[src/rtl/haf_pkg.sv]
package haf_pkg;
  // Bit that carries both the received extension flag and the per-word enable
  localparam int unsigned HAF_FLAG_BIT = 0;

  typedef enum logic [1:0] {
    ADDR_ONE   = 2'd0,
    ADDR_TWO   = 2'd1,
    ADDR_SHORT = 2'd2
  } addr_mode_e;
endpackage

[src/rtl/haf_hold.sv]
module haf_hold #(
  parameter int unsigned DW = 8
) (
  input  logic          clk,
  input  logic          rst,
  input  logic          in_valid,
  input  logic [DW-1:0] in_data,
  input  logic          in_sof,
  input  logic          in_eof,
  output logic          hold_v,
  output logic [DW-1:0] hold_d,
  output logic          hold_sof,
  output logic          hold_eof,
  output logic          drain
);
  // The held byte leaves when a successor arrives or when it closes its frame
  assign drain = hold_v && (in_valid || hold_eof);

  always_ff @(posedge clk) begin
    if (rst) begin
      hold_v   <= 1'b0;
      hold_sof <= 1'b0;
      hold_eof <= 1'b0;
    end else if (in_valid) begin
      hold_v   <= 1'b1;
      hold_sof <= in_sof;
      hold_eof <= in_eof;
    end else if (drain) begin
      hold_v   <= 1'b0;
      hold_sof <= 1'b0;
      hold_eof <= 1'b0;
    end
  end

  always_ff @(posedge clk) begin
    if (in_valid) hold_d <= in_data;
  end

  // A frame's closing byte never lingers once it has been released
  assert_hold_drain_R8: assert property (@(posedge clk) disable iff (rst)
    (hold_v && hold_eof && !in_valid) |=> !hold_v);
endmodule

[src/rtl/haf_decide.sv]
module haf_decide
  import haf_pkg::*;
#(
  parameter int unsigned DW = 8
) (
  input  logic          cfg_en,
  input  logic          cfg_seven,
  input  logic [DW-1:0] reg0,
  input  logic [DW-1:0] reg1,
  input  logic [DW-1:0] b0,
  input  logic [DW-1:0] b1,
  input  logic          b1_present,
  output logic          accept
);
  localparam int unsigned W7 = DW - 1;
  localparam int unsigned W6 = DW - 2;

  addr_mode_e mode;
  logic       en0, en1;
  logic       all7_b0, all6_b0, all_b1;
  logic       eq7_b0, eq6_b0, eq_b1;
  logic       one_ok, two_ok;

  assign en0 = reg0[HAF_FLAG_BIT];
  assign en1 = reg1[HAF_FLAG_BIT];

  assign all7_b0 = (b0[DW-1:1] == {W7{1'b1}});
  assign all6_b0 = (b0[DW-1:2] == {W6{1'b1}});
  assign all_b1  = (b1[DW-1:1] == {W7{1'b1}});
  assign eq7_b0  = (b0[DW-1:1] == reg0[DW-1:1]);
  assign eq6_b0  = (b0[DW-1:2] == reg0[DW-1:2]);
  assign eq_b1   = (b1[DW-1:1] == reg1[DW-1:1]);

  always_comb begin
    if (b0[HAF_FLAG_BIT])  mode = ADDR_ONE;
    else if (b1_present)   mode = ADDR_TWO;
    else                   mode = ADDR_SHORT;
  end

  always_comb begin
    if (cfg_seven) one_ok = all7_b0 || !en0 || eq7_b0;
    else           one_ok = all6_b0 || !en0 || eq6_b0;
    two_ok = all_b1 || ((!en0 || eq6_b0) && (!en1 || eq_b1));
  end

  always_comb begin
    if (!cfg_en) accept = 1'b1;
    else begin
      case (mode)
        ADDR_ONE: accept = one_ok;
        ADDR_TWO: accept = two_ok;
        default:  accept = 1'b0;
      endcase
    end
  end
endmodule

[src/rtl/haf_emit.sv]
module haf_emit #(
  parameter int unsigned DW = 8
) (
  input  logic          clk,
  input  logic          rst,
  input  logic          drain,
  input  logic [DW-1:0] hold_d,
  input  logic          hold_sof,
  input  logic          hold_eof,
  input  logic          accept,
  output logic          out_valid,
  output logic [DW-1:0] out_data,
  output logic          out_sof,
  output logic          out_eof,
  output logic          dec_valid,
  output logic          dec_accept,
  output logic          pass
);
  logic keep;
  logic first;

  assign first = drain && hold_sof;
  assign keep  = hold_sof ? accept : pass;

  always_ff @(posedge clk) begin
    if (rst) begin
      out_valid  <= 1'b0;
      dec_valid  <= 1'b0;
      dec_accept <= 1'b0;
      pass       <= 1'b0;
    end else begin
      out_valid <= drain && keep;
      dec_valid <= first;
      if (first) begin
        dec_accept <= accept;
        pass       <= accept;
      end
    end
  end

  always_ff @(posedge clk) begin
    if (drain) begin
      out_data <= hold_d;
      out_sof  <= hold_sof;
      out_eof  <= hold_eof;
    end
  end

  // Body bytes only leave while the current frame is in the accepted state
  assert_body_needs_pass_R7: assert property (@(posedge clk) disable iff (rst)
    (out_valid && !out_sof) |-> pass);
endmodule

[src/rtl/hdlc_addr_filter.sv]
module hdlc_addr_filter #(
  parameter int unsigned DW = 8
) (
  input  logic          clk,
  input  logic          rst,
  input  logic          cfg_filter_en,
  input  logic          cfg_seven_bit,
  input  logic [DW-1:0] cfg_addr0,
  input  logic [DW-1:0] cfg_addr1,
  input  logic          in_valid,
  input  logic [DW-1:0] in_data,
  input  logic          in_sof,
  input  logic          in_eof,
  output logic          out_valid,
  output logic [DW-1:0] out_data,
  output logic          out_sof,
  output logic          out_eof,
  output logic          dec_valid,
  output logic          dec_accept
);
  logic          hold_v, hold_sof, hold_eof, drain;
  logic [DW-1:0] hold_d;
  logic          accept, pass, b1_present;

  haf_hold #(.DW(DW)) u_hold (
    .clk(clk), .rst(rst),
    .in_valid(in_valid), .in_data(in_data), .in_sof(in_sof), .in_eof(in_eof),
    .hold_v(hold_v), .hold_d(hold_d), .hold_sof(hold_sof), .hold_eof(hold_eof),
    .drain(drain)
  );

  // The second address byte exists only if the held first byte did not end
  // the frame and the incoming byte belongs to the same frame
  assign b1_present = !hold_eof && !in_sof;

  haf_decide #(.DW(DW)) u_decide (
    .cfg_en(cfg_filter_en), .cfg_seven(cfg_seven_bit),
    .reg0(cfg_addr0), .reg1(cfg_addr1),
    .b0(hold_d), .b1(in_data), .b1_present(b1_present),
    .accept(accept)
  );

  haf_emit #(.DW(DW)) u_emit (
    .clk(clk), .rst(rst),
    .drain(drain), .hold_d(hold_d), .hold_sof(hold_sof), .hold_eof(hold_eof),
    .accept(accept),
    .out_valid(out_valid), .out_data(out_data), .out_sof(out_sof), .out_eof(out_eof),
    .dec_valid(dec_valid), .dec_accept(dec_accept), .pass(pass)
  );

  assert_off_accepts_R1: assert property (@(posedge clk) disable iff (rst)
    (dec_valid && !$past(cfg_filter_en)) |-> dec_accept);

  assert_reject_silent_R7: assert property (@(posedge clk) disable iff (rst)
    (dec_valid && !dec_accept) |-> !out_valid);

  assert_first_has_verdict_R9: assert property (@(posedge clk) disable iff (rst)
    (out_valid && out_sof) |-> (dec_valid && dec_accept));

  assert_allcall_two_R4: assert property (@(posedge clk) disable iff (rst)
    (dec_valid && $past(cfg_filter_en && hold_v && hold_sof && !hold_eof &&
                        !hold_d[0] && in_valid && !in_sof &&
                        (in_data[DW-1:1] == {(DW-1){1'b1}}))) |-> dec_accept);

  assert_quiet_after_reset_R11: assert property (@(posedge clk) disable iff (rst)
    $past(rst) |-> (!out_valid && !dec_valid));
endmodule

[config.mk]
export PLATFORM = sky130hd
export DESIGN_NAME = hdlc_addr_filter
export DESIGN_NICKNAME = d
export VERILOG_FILES = /design/src/rtl/haf_pkg.sv /design/src/rtl/haf_hold.sv /design/src/rtl/haf_decide.sv /design/src/rtl/haf_emit.sv /design/src/rtl/hdlc_addr_filter.sv
export SDC_FILE = /design/constraint.sdc
export NUM_CORES = 1
export LEC_CHECK = 0
export ABC_AREA = 1
export CAP_MARGIN = 20
export CORE_UTILIZATION = 38
export CTS_CLUSTER_DIAMETER = 80
export DETAILED_ROUTE_END_ITERATION = 10
export GPL_ROUTABILITY_DRIVEN = 0
export PLACE_DENSITY = 0.85
export SETUP_SLACK_MARGIN = 0.4
export SLEW_MARGIN = 40
export SYNTH_ARGS = -nofsm -noshare
export SYNTH_HDL_FRONTEND = slang
export SYNTH_SLANG_ARGS = --single-unit
[constraint.sdc]
create_clock -name clk -period 1.2 [get_ports clk]
set_clock_uncertainty 0.05 [all_clocks]
set_input_delay 0.12 -clock clk [delete_from_list [all_inputs] [get_ports clk]]
set_output_delay 0.12 -clock clk [all_outputs]
set_load 0.005 [all_outputs]
==> report_table.html, run 1 <==
<table>
<tr><th>Metric</th><th>Value</th></tr>
<tr><th colspan="2">Route</th></tr>
<tr><td>Iteration-0 DRC Markers</td><td>38</td></tr>
<tr><td>Antenna violation net count after detailed routing</td><td>0</td></tr>
<tr><td>Detailed-route wire length</td><td>2989 um</td></tr>
<tr><td>DRC viols</td><td>4</td></tr>
<tr><td>Average wire length per cell after detail routing</td><td>between 10 and 15 um</td></tr>
<tr><td>Number of search-and-repair iterations in the first detailed-routing pass</td><td>7</td></tr>
<tr><td>Via count normalized by instance count</td><td>4.802</td></tr>
<tr><td>Vias</td><td>~1.1k</td></tr>
<tr><th colspan="2">Die</th></tr>
<tr><td>Die ar.</td><td>0.003223 sq mm</td></tr>
<tr><td>Floorplan die height</td><td>56.77 um</td></tr>
<tr><td>Die width</td><td>56.77 um</td></tr>
<tr><td>Starting density of the core</td><td>roughly 40%</td></tr>
<tr><td># IOs</td><td>44</td></tr>
<tr><td>Core region area</td><td>0.002805 sq mm</td></tr>
<tr><td>FP Rows</td><td>19</td></tr>
<tr><th colspan="2">Place</th></tr>
<tr><td>HPWL reported at the end of detailed placement</td><td>2001 um</td></tr>
<tr><td>Port buffer count</td><td>43</td></tr>
<tr><td>Pre-CTS setup slack</td><td>-402.3 ps</td></tr>
<tr><th colspan="2">CTS</th></tr>
<tr><td>Clk_lat worst skew</td><td>320 ps</td></tr>
<tr><td>Clk sinks</td><td>24</td></tr>
<tr><td>CTS root buf</td><td>sky130_fd_sc_hd__clkbuf_4</td></tr>
<tr><td>Total clock buffers created by CTS</td><td>3</td></tr>
<tr><td>TritonCTS clock tree</td><td>built</td></tr>
<tr><td>Clock edge transition at the registers on the reported setup and hold paths</td><td>140 ps</td></tr>
<tr><td>Maximum level of the CTS H-tree</td><td>1</td></tr>
<tr><td>Maximum clock insertion buffer count</td><td>2</td></tr>
<tr><th colspan="2">Setup path</th></tr>
<tr><td>CP endpoint</td><td>u_emit.out_valid$_SDFF_PP0_</td></tr>
<tr><td>Reg2reg path depth</td><td>11</td></tr>
<tr><td>Cell seen most often among critical-path stages</td><td>sky130_fd_sc_hd__nand2_1</td></tr>
<tr><td>Required time at the worst-slack endpoint</td><td>1420 ps</td></tr>
<tr><td>Reg-to-reg critical path startpoint</td><td>u_hold.hold_d[7]$_DFFE_PP_</td></tr>
<tr><td>Maximum fanout along the worst path</td><td>5</td></tr>
<tr><td>Reg2reg end</td><td>u_emit.out_valid$_SDFF_PP0_</td></tr>
<tr><td>Flop-to-flop setup slack</td><td>-350 ps</td></tr>
<tr><td>Launching element of the worst setup path</td><td>u_hold.hold_d[7]$_DFFE_PP_</td></tr>
<tr><td>Arrival time reported for the critical path endpoint</td><td>1770 ps</td></tr>
<tr><td>Kind of end point of the critical path</td><td>flop</td></tr>
<tr><td>Series of cell instances along the critical path</td><td>nor2_1, nor2_1, nor2_1, nand3_1, nand2_1, nand2_1, nand2_1, nand2_1, nand2_2, nand2_2, a21oi_2</td></tr>
<tr><td>Critical path start-end classification</td><td>reg2reg</td></tr>
<tr><td>Nature of the critical path startpoint</td><td>flop</td></tr>
<tr><td>Delay of the slowest cell on the worst path</td><td>500 ps</td></tr>
<tr><td>Cell with the largest stage delay on the worst path</td><td>sky130_fd_sc_hd__edfxtp_1</td></tr>
<tr><th colspan="2">GRT</th></tr>
<tr><td>Largest net degree at the start of global routing</td><td>14</td></tr>
<tr><td>Total Routing Usage GR</td><td>17.57%</td></tr>
<tr><td>Via count of the first global-routing pass</td><td>1,117</td></tr>
<tr><td>Initial antenna violation count</td><td>0</td></tr>
<tr><td>First-pass GRT wire length</td><td>4422 um</td></tr>
<tr><td>Total gr overflow</td><td>0</td></tr>
<tr><th colspan="2">Pwr</th></tr>
<tr><td>Overall power</td><td>0.001787 W</td></tr>
<tr><td>Largest vdd supply drop</td><td>0.4153 mV</td></tr>
<tr><td>Power density over cell area</td><td>1000 mW/mm^2</td></tr>
<tr><td>Static power due to leakage</td><td>0.8138 nW</td></tr>
<tr><th colspan="2">Yosys</th></tr>
<tr><td>Post-synthesis share of cell area spent on full adders, half adders and majority gates</td><td>0%</td></tr>
<tr><td>Post-synthesis share of cell area spent on and, or, nand and nor gates</td><td>25.36%</td></tr>
<tr><td>Parity-gate share of the synthesized area counting xor and xnor cells</td><td>6.915%</td></tr>
<tr><td>Flop and latch count out of synthesis</td><td>24</td></tr>
<tr><td>Syn nets</td><td>162</td></tr>
<tr><td>Count of cell types in the netlist</td><td>17</td></tr>
<tr><td>Synth warnings</td><td>0</td></tr>
<tr><td>Cell count after synthesis</td><td>around 130</td></tr>
<tr><td>Fraction of synthesized area in multiplexers</td><td>0%</td></tr>
<tr><td>Combinational family with the most area after synthesis</td><td>simple AND/OR/NAND/NOR gates</td></tr>
<tr><td>Mean instance size in the synthesized netlist</td><td>between 8 and 9 sq um</td></tr>
<tr><td>Synthesized-area fraction occupied by ao, oa, aoi and oai cells</td><td>under 10%</td></tr>
<tr><td>Post-Synthesis Cell Area</td><td>0.001140 sq mm</td></tr>
<tr><td>Seq/Total Area, Yosys</td><td>57.96%</td></tr>
<tr><th colspan="2">Layout</th></tr>
<tr><td>Number of antenna cells inserted</td><td>0</td></tr>
<tr><td>Final core utilization</td><td>63.69%</td></tr>
<tr><td>Area overhead of the layout relative to synthesis</td><td>56.75%</td></tr>
<tr><td>Layout cells sized above 1</td><td>26.02%</td></tr>
<tr><td>Count of nets after finishing</td><td>about 230</td></tr>
<tr><th colspan="2">Timing</th></tr>
<tr><td>Final critical-path share of the clock period</td><td>129.3%</td></tr>
<tr><td>Tmin final</td><td>1551 ps</td></tr>
<tr><td>Slew at the pin closest to its max-slew limit</td><td>258.7 ps</td></tr>
<tr><td>FMAX</td><td>0.6447 GHz</td></tr>
<tr><td>Post-Route Hold Slack</td><td>285.8 ps</td></tr>
<tr><td>Setup tns final</td><td>-833.2 ps</td></tr>
<tr><td>Final critical-path setup slack</td><td>-351.2 ps</td></tr>
<tr><td>Setup repair after global routing missed its margin</td><td>true</td></tr>
<tr><td>Max_slew headroom</td><td>82.70%</td></tr>
<tr><td>Final Hold Viols</td><td>0</td></tr>
<tr><td>Number of failing setup endpoints in the final timing report</td><td>3</td></tr>
<tr><td>Number of pins with negative max-slew slack in the final report</td><td>0</td></tr>
<tr><th colspan="2">Min path</th></tr>
<tr><td>Type of the tightest min-delay check</td><td>in2reg</td></tr>
<tr><th colspan="2">Status</th></tr>
<tr><td>Violated checks</td><td>design-rule violations, negative setup slack</td></tr>
<tr><td>Status</td><td>finished with violations</td></tr>
<tr><th colspan="2">Run</th></tr>
<tr><td>Max Cap Violations</td><td>0</td></tr>
</table>
[routing by layer]
| layer | routed length [um] | vias up | part of all wire, % | GRT usage (%) |
|---|---|---|---|---|
| li1 | - | 542 | - | - |
| met2 | 1604 | 48 | 54 | 35.71 |
| met1 | 1069 | 486 | 36 | 17.70 |
| met5 | 0 | - | 0 | 0 |
| met3 | 149 | 14 | 5.0 | 1.613 |
| met4 | 165 | 0 | 5.5 | 7.666 |
[how the worst min path moves through the flow]
stage | end | slack [ps] | depth (start not counted) | startpoint
2_1_floorplan | u_hold.hold_eof$_SDFFE_PP0P_ | 130 | 1 | rst
3_3_place_gp | u_emit.out_eof$_DFFE_PP_ | 420 | 0 | u_hold.hold_eof$_SDFFE_PP0P_
3_5_place_dp | u_emit.out_eof$_DFFE_PP_ | 430 | 0 | u_hold.hold_eof$_SDFFE_PP0P_
4_1_cts | u_hold.hold_d[3]$_DFFE_PP_ | 290 | 2 | in_valid
5_1_grt | u_hold.hold_eof$_SDFFE_PP0P_ | 290 | 3 | in_eof
6_report | u_hold.hold_eof$_SDFFE_PP0P_ | 290 | 3 | in_eof
[where the power goes]
| group | internal (W) | switching (W) | total [W] |
|---|---|---|---|
| registers | 0.000947 | 0.0000394 | 0.000986 |
| clock network | 0.000186 | 0.000249 | 0.000434 |
| logic | 0.000211 | 0.000156 | 0.000367 |
| total | 0.00134 | 0.000444 | 0.00179 |
[critical path, delay by kind of cell (launching register included)]
family	cells	cell delay [ps]
and+or+nand+nor	10	850
AOI/OAI and AO/OA	1	120
DFF	1	500
[area by class of cell]
cell class	instances	area, sq um
multi-input combinational	89	447.9
inverter	18	67.56
clock buffer	4	36.28
tap	31	38.79
timing repair buffer	61	528.0
fill	242	1018
sequential	24	668.1
[kinds of logic after synthesis]
kind of cell	count (synthesis)
DFF	24
buffers and inverters	18
xor gates and xnor gates	9
AOI/OAI and AO/OA	8
and+or+nand+nor	72
[synthesized netlist by cell type]
library cell	count	area [sq um]
sky130_fd_sc_hd__xor2_1	1	8.760
sky130_fd_sc_hd__a31oi_1	1	6.260
sky130_fd_sc_hd__nand2_1	48	180.2
sky130_fd_sc_hd__nand3b_1	1	7.510
sky130_fd_sc_hd__nor2_2	1	6.260
sky130_fd_sc_hd__inv_1	16	60.06
sky130_fd_sc_hd__nand3_1	3	15.01
sky130_fd_sc_hd__a21oi_1	6	30.03
sky130_fd_sc_hd__inv_2	2	7.510
sky130_fd_sc_hd__nor3_1	1	5.000
sky130_fd_sc_hd__edfxtp_1	18	540.5
sky130_fd_sc_hd__dfxtp_1	6	120.1
sky130_fd_sc_hd__o21a_1	1	7.510
sky130_fd_sc_hd__nor2_1	15	56.30
sky130_fd_sc_hd__nand4_1	1	6.260
sky130_fd_sc_hd__xnor2_1	8	70.07
sky130_fd_sc_hd__nand2_2	2	12.51
[layout by cell type, fill, tap and decap left out, types with 2 or more instances in the layout]
| master | Yosys | final |
|---|---|---|
| sky130_fd_sc_hd__nor2_1 | 15 | 13 |
| sky130_fd_sc_hd__nand2_2 | 2 | 2 |
| sky130_fd_sc_hd__buf_4 | 0 | 10 |
| sky130_fd_sc_hd__clkdlybuf4s50_1 | 0 | 30 |
| sky130_fd_sc_hd__inv_1 | 16 | 15 |
| sky130_fd_sc_hd__xnor2_1 | 8 | 8 |
| sky130_fd_sc_hd__a21oi_2 | 0 | 3 |
| sky130_fd_sc_hd__nand3_1 | 3 | 3 |
| sky130_fd_sc_hd__inv_2 | 2 | 3 |
| sky130_fd_sc_hd__nand2_1 | 48 | 47 |
| sky130_fd_sc_hd__clkbuf_4 | 0 | 3 |
| sky130_fd_sc_hd__dfxtp_1 | 6 | 2 |
| sky130_fd_sc_hd__dfxtp_2 | 0 | 3 |
| sky130_fd_sc_hd__buf_2 | 0 | 12 |
| sky130_fd_sc_hd__a21oi_1 | 6 | 3 |
| sky130_fd_sc_hd__nor2_2 | 1 | 2 |
| sky130_fd_sc_hd__edfxtp_1 | 18 | 18 |
| sky130_fd_sc_hd__buf_6 | 0 | 7 |
[sequential cells by signal, summed over array words and instances, names as in the netlist]
| signal | cells |
|---|---|
| u_emit.dec_valid | 1 |
| u_hold.hold_eof | 1 |
| u_hold.hold_d | 8 |
| u_emit.out_eof | 1 |
| u_emit.out_valid | 1 |
| u_emit.out_sof | 1 |
| u_hold.hold_v | 1 |
| u_emit.dec_accept | 1 |
| u_emit.out_data | 8 |
| u_hold.hold_sof | 1 |
[per-stage QoR]
step,instance area (sq um),std cells
6_report,1787,227
5_1_grt,1787,227
4_1_cts,1727,225
3_5_place_dp,1693,215
3_3_place_gp,1693,215
2_1_floorplan,1149,131
[what timing repair did]
action	CTS	global route
endpoints found under the setup margin	38	33
cloned	1	0
hold buffers	0	0
resized for setup	49	18
setup buffers	5	2
pin swaps	1	4
Power figures use the tool's default switching activity.
==> run 2: changes to the inputs <==
CELL_PAD_IN_SITES_DETAIL_PLACEMENT = 1   (was unset)
CELL_PAD_IN_SITES_GLOBAL_PLACEMENT = 1   (was unset)
CORE_UTILIZATION = 28   (was 38)
PLACE_DENSITY = 0.86   (was 0.85)
==> run 2 against run 1 <==
Net effect:
- the run ends with negative setup slack left
- wire length is 12% lower
- cell count is 4.8% higher
- power is 9.6% higher
- count of clock-buffer cells in the layout stayed put
- first-iteration DRC count is 58% lower
- sequential cell count stayed put
- critical path type unchanged
- largest cell class unchanged
==> report_table.html, run 2 (synthesized netlist as in run 1, its figures left out) <==
<table>
<tr><th>Metric</th><th>Value</th></tr>
<tr><th colspan="2">Status</th></tr>
<tr><td>Status</td><td>finished with violations</td></tr>
<tr><td>Violated checks</td><td>negative setup slack</td></tr>
<tr><th colspan="2">Timing</th></tr>
<tr><td>Final Hold Viols</td><td>0 (unchanged)</td></tr>
<tr><td>Slew at the pin closest to its max-slew limit</td><td>273.6 ps (+14.89 ps)</td></tr>
<tr><td>Number of failing setup endpoints in the final timing report</td><td>2 (-1)</td></tr>
<tr><td>Tmin final</td><td>1499 ps (-51.93 ps)</td></tr>
<tr><td>Max_slew headroom</td><td>81.70% (-1.0 points)</td></tr>
<tr><td>Post-Route Hold Slack</td><td>349.5 ps (+63.71 ps)</td></tr>
<tr><td>Final critical-path share of the clock period</td><td>124.9% (-4.3 points)</td></tr>
<tr><td>Setup repair after global routing missed its margin</td><td>true</td></tr>
<tr><td>Final critical-path setup slack</td><td>-299.2 ps (+51.93 ps)</td></tr>
<tr><td>FMAX</td><td>0.6670 GHz (+3.5%)</td></tr>
<tr><td>Setup tns final</td><td>-587.6 ps (+245.6 ps)</td></tr>
<tr><td>Number of pins with negative max-slew slack in the final report</td><td>0 (unchanged)</td></tr>
<tr><th colspan="2">Place</th></tr>
<tr><td>Placed cell areas</td><td>0.001734 sq mm (+2.4%)</td></tr>
<tr><td>Port buffer count</td><td>43 (unchanged)</td></tr>
<tr><td>HPWL reported at the end of detailed placement</td><td>2139 um (+6.9%)</td></tr>
<tr><th colspan="2">Setup path</th></tr>
<tr><td>Reg2reg end</td><td>u_emit.out_valid$_SDFF_PP0_</td></tr>
<tr><td>Launching element of the worst setup path</td><td>u_hold.hold_d[2]$_DFFE_PP_</td></tr>
<tr><td>Series of cell instances along the critical path</td><td>nor2_2, inv_1, nand2_1, nand2_1, nor2_1, nand2_1, nand2_2, nand3_2, nand2_1, inv_1, nand2_2, nand2_2, a21oi_2</td></tr>
<tr><td>Critical path start-end classification</td><td>reg2reg</td></tr>
<tr><td>Reg-to-reg critical path startpoint</td><td>u_hold.hold_d[2]$_DFFE_PP_</td></tr>
<tr><td>Flop-to-flop setup slack</td><td>-300 ps (+50 ps)</td></tr>
<tr><td>Nature of the critical path startpoint</td><td>flop</td></tr>
<tr><td>Reg2reg path depth</td><td>13 (+2)</td></tr>
<tr><td>Required time at the worst-slack endpoint</td><td>1360 ps (-60 ps)</td></tr>
<tr><td>Delay of the slowest cell on the worst path</td><td>460 ps (-40 ps)</td></tr>
<tr><td>Cell with the largest stage delay on the worst path</td><td>sky130_fd_sc_hd__edfxtp_1</td></tr>
<tr><td>Kind of end point of the critical path</td><td>flop</td></tr>
<tr><td>Cell seen most often among critical-path stages</td><td>sky130_fd_sc_hd__nand2_1</td></tr>
<tr><td>Arrival time reported for the critical path endpoint</td><td>1660 ps (-110 ps)</td></tr>
<tr><td>Maximum fanout along the worst path</td><td>4 (-1)</td></tr>
<tr><th colspan="2">Route</th></tr>
<tr><td>Via count normalized by instance count</td><td>4.261 (-11%)</td></tr>
<tr><td>Iteration-0 DRC Markers</td><td>16 (-58%)</td></tr>
<tr><td>Vias</td><td>1,014 (-7.0%)</td></tr>
<tr><td>Detailed-route wire length</td><td>2622 um (-12%)</td></tr>
<tr><td>DRC viols</td><td>0 (-4)</td></tr>
<tr><td>Number of search-and-repair iterations in the first detailed-routing pass</td><td>4 (-3)</td></tr>
<tr><td>Average wire length per cell after detail routing</td><td>11.02 um (-16%)</td></tr>
<tr><td>Antenna violation net count after detailed routing</td><td>0 (unchanged)</td></tr>
<tr><th colspan="2">CTS</th></tr>
<tr><td>Maximum clock insertion buffer count</td><td>2 (unchanged)</td></tr>
<tr><td>Clk_lat worst skew</td><td>270 ps (-50 ps)</td></tr>
<tr><td>Total clock buffers created by CTS</td><td>3 (unchanged)</td></tr>
<tr><td>Clock edge transition at the registers on the reported setup and hold paths</td><td>90 ps (-50 ps)</td></tr>
<tr><td>CTS root buf</td><td>sky130_fd_sc_hd__clkbuf_8</td></tr>
<tr><td>TritonCTS clock tree</td><td>built</td></tr>
<tr><td>Post CTS Setup Buffer Count</td><td>0 (-5)</td></tr>
<tr><td>Clk sinks</td><td>24 (unchanged)</td></tr>
<tr><td>Maximum level of the CTS H-tree</td><td>1 (unchanged)</td></tr>
<tr><th colspan="2">Die</th></tr>
<tr><td>Core region area</td><td>0.003771 sq mm (+34%)</td></tr>
<tr><td># IOs</td><td>44 (unchanged)</td></tr>
<tr><td>Die ar.</td><td>0.004330 sq mm (+34%)</td></tr>
<tr><td>Floorplan die height</td><td>65.81 um (+16%)</td></tr>
<tr><td>Die width</td><td>65.81 um (+16%)</td></tr>
<tr><td>FP Rows</td><td>22 (+3)</td></tr>
<tr><td>Starting density of the core</td><td>30.23% (-10 points)</td></tr>
<tr><th colspan="2">GRT</th></tr>
<tr><td>Via count of the first global-routing pass</td><td>1,049 (-6.1%)</td></tr>
<tr><td>Total gr overflow</td><td>0 (unchanged)</td></tr>
<tr><td>First-pass GRT wire length</td><td>4416 um (-0.14%)</td></tr>
<tr><td>Total Routing Usage GR</td><td>13.66% (-3.9 points)</td></tr>
<tr><td>Largest net degree at the start of global routing</td><td>15 (+1)</td></tr>
<tr><td>Initial antenna violation count</td><td>0 (unchanged)</td></tr>
<tr><th colspan="2">Min path</th></tr>
<tr><td>Number of cells on the worst hold path</td><td>1 (-2)</td></tr>
<tr><td>End of the worst hold path</td><td>u_hold.hold_d[0]$_DFFE_PP_</td></tr>
<tr><td>Type of the tightest min-delay check</td><td>in2reg</td></tr>
<tr><td>Beginning of the worst hold path</td><td>in_data[0]</td></tr>
<tr><th colspan="2">Layout</th></tr>
<tr><td>Design area</td><td>0.001803 sq mm (+0.91%)</td></tr>
<tr><td>Layout cells sized above 1</td><td>23.16% (-2.9 points)</td></tr>
<tr><td>Number of antenna cells inserted</td><td>0 (unchanged)</td></tr>
<tr><td>Most common library cell in the layout ignoring fill and taps</td><td>sky130_fd_sc_hd__nand2_1</td></tr>
<tr><td>Area overhead of the layout relative to synthesis</td><td>58.18%</td></tr>
<tr><td>Count of nets after finishing</td><td>222 (-2.6%)</td></tr>
<tr><td>Final core utilization</td><td>47.81% (-16 points)</td></tr>
<tr><td>Top flop regs</td><td>u_emit.out_data x8, u_hold.hold_d x8</td></tr>
<tr><td>Highest-count cells in the layout ignoring fill and taps</td><td>sky130_fd_sc_hd__nand2_1 (45), sky130_fd_sc_hd__clkdlybuf4s50_1 (29), sky130_fd_sc_hd__edfxtp_1 (18)</td></tr>
<tr><th colspan="2">Run</th></tr>
<tr><td>Max Cap Violations</td><td>0 (unchanged)</td></tr>
<tr><th colspan="2">Pwr</th></tr>
<tr><td>Power density over cell area</td><td>1086 mW/mm^2 (+8.6%)</td></tr>
<tr><td>Largest vdd supply drop</td><td>0.4368 mV (+5.2%)</td></tr>
<tr><td>Overall power</td><td>0.001959 W (+9.6%)</td></tr>
<tr><td>Static power due to leakage</td><td>0.8196 nW (+0.71%)</td></tr>
</table>
## run 2: timing repair
item | 4_1_cts | 5_1_grt
setup endpoints to repair | 39 | 33
gates cloned | 1 | 0
pin swaps | 6 | 13
hold buffers | 0 | 0
resized for setup | 53 | 9
## run 2: final cells by class
cell class                      count  area [sq um]
Timing Repair Buffer               55         489.2
Fill cell                         456          1968
Clock buffer                        4         66.31
Inverter                           18         67.56
Sequential cell                    24         663.1
Tap cell                           48         60.06
Multi-Input combinational cell     89         456.7
## run 2: stage by stage
stage | instances | worst slack (ps)
2_1_floorplan | 131 | -71.71
3_3_place_gp | 233 | -384.8
3_5_place_dp | 233 | -468.1
4_1_cts | 238 | -330.1
5_1_grt | 238 | -457.3
6_report | 238 | -299.2
## run 2: metal layers
layer / routed length (um) / GRT usage [%] / vias up
li1: - / - / 531
met1: 1151 / 15.53 / 445
met2: 1255 / 23.60 / 33
met3: 151 / 2.931 / 5
met4: 63 / 7.337 / 0
met5: 0 / 0 / -
## run 2: worst max-delay path, delay by kind of cell, from the launching register on
kind | cells | cell delay (ps)
compound gates | 1 | 120
buf+inv | 2 | 100
flops | 1 | 460
simple gates | 10 | 720
## run 2: how the worst max path moves through the flow
stage,end,cells past startpoint
6_report,u_emit.out_valid$_SDFF_PP0_,13
5_1_grt,u_emit.out_valid$_SDFF_PP0_,13
4_1_cts,u_emit.dec_accept$_SDFFE_PP0P_,13
3_5_place_dp,u_emit.dec_accept$_SDFFE_PP0P_,13
3_3_place_gp,u_emit.dec_accept$_SDFFE_PP0P_,13
2_1_floorplan,u_emit.out_valid$_SDFF_PP0_,13
## run 2: power by group
| part | internal, W | switching, W |
|---|---|---|
| combinational | 0.000197 | 0.000142 |
| sequential | 0.000947 | 0.0000379 |
| clock | 0.000363 | 0.000272 |
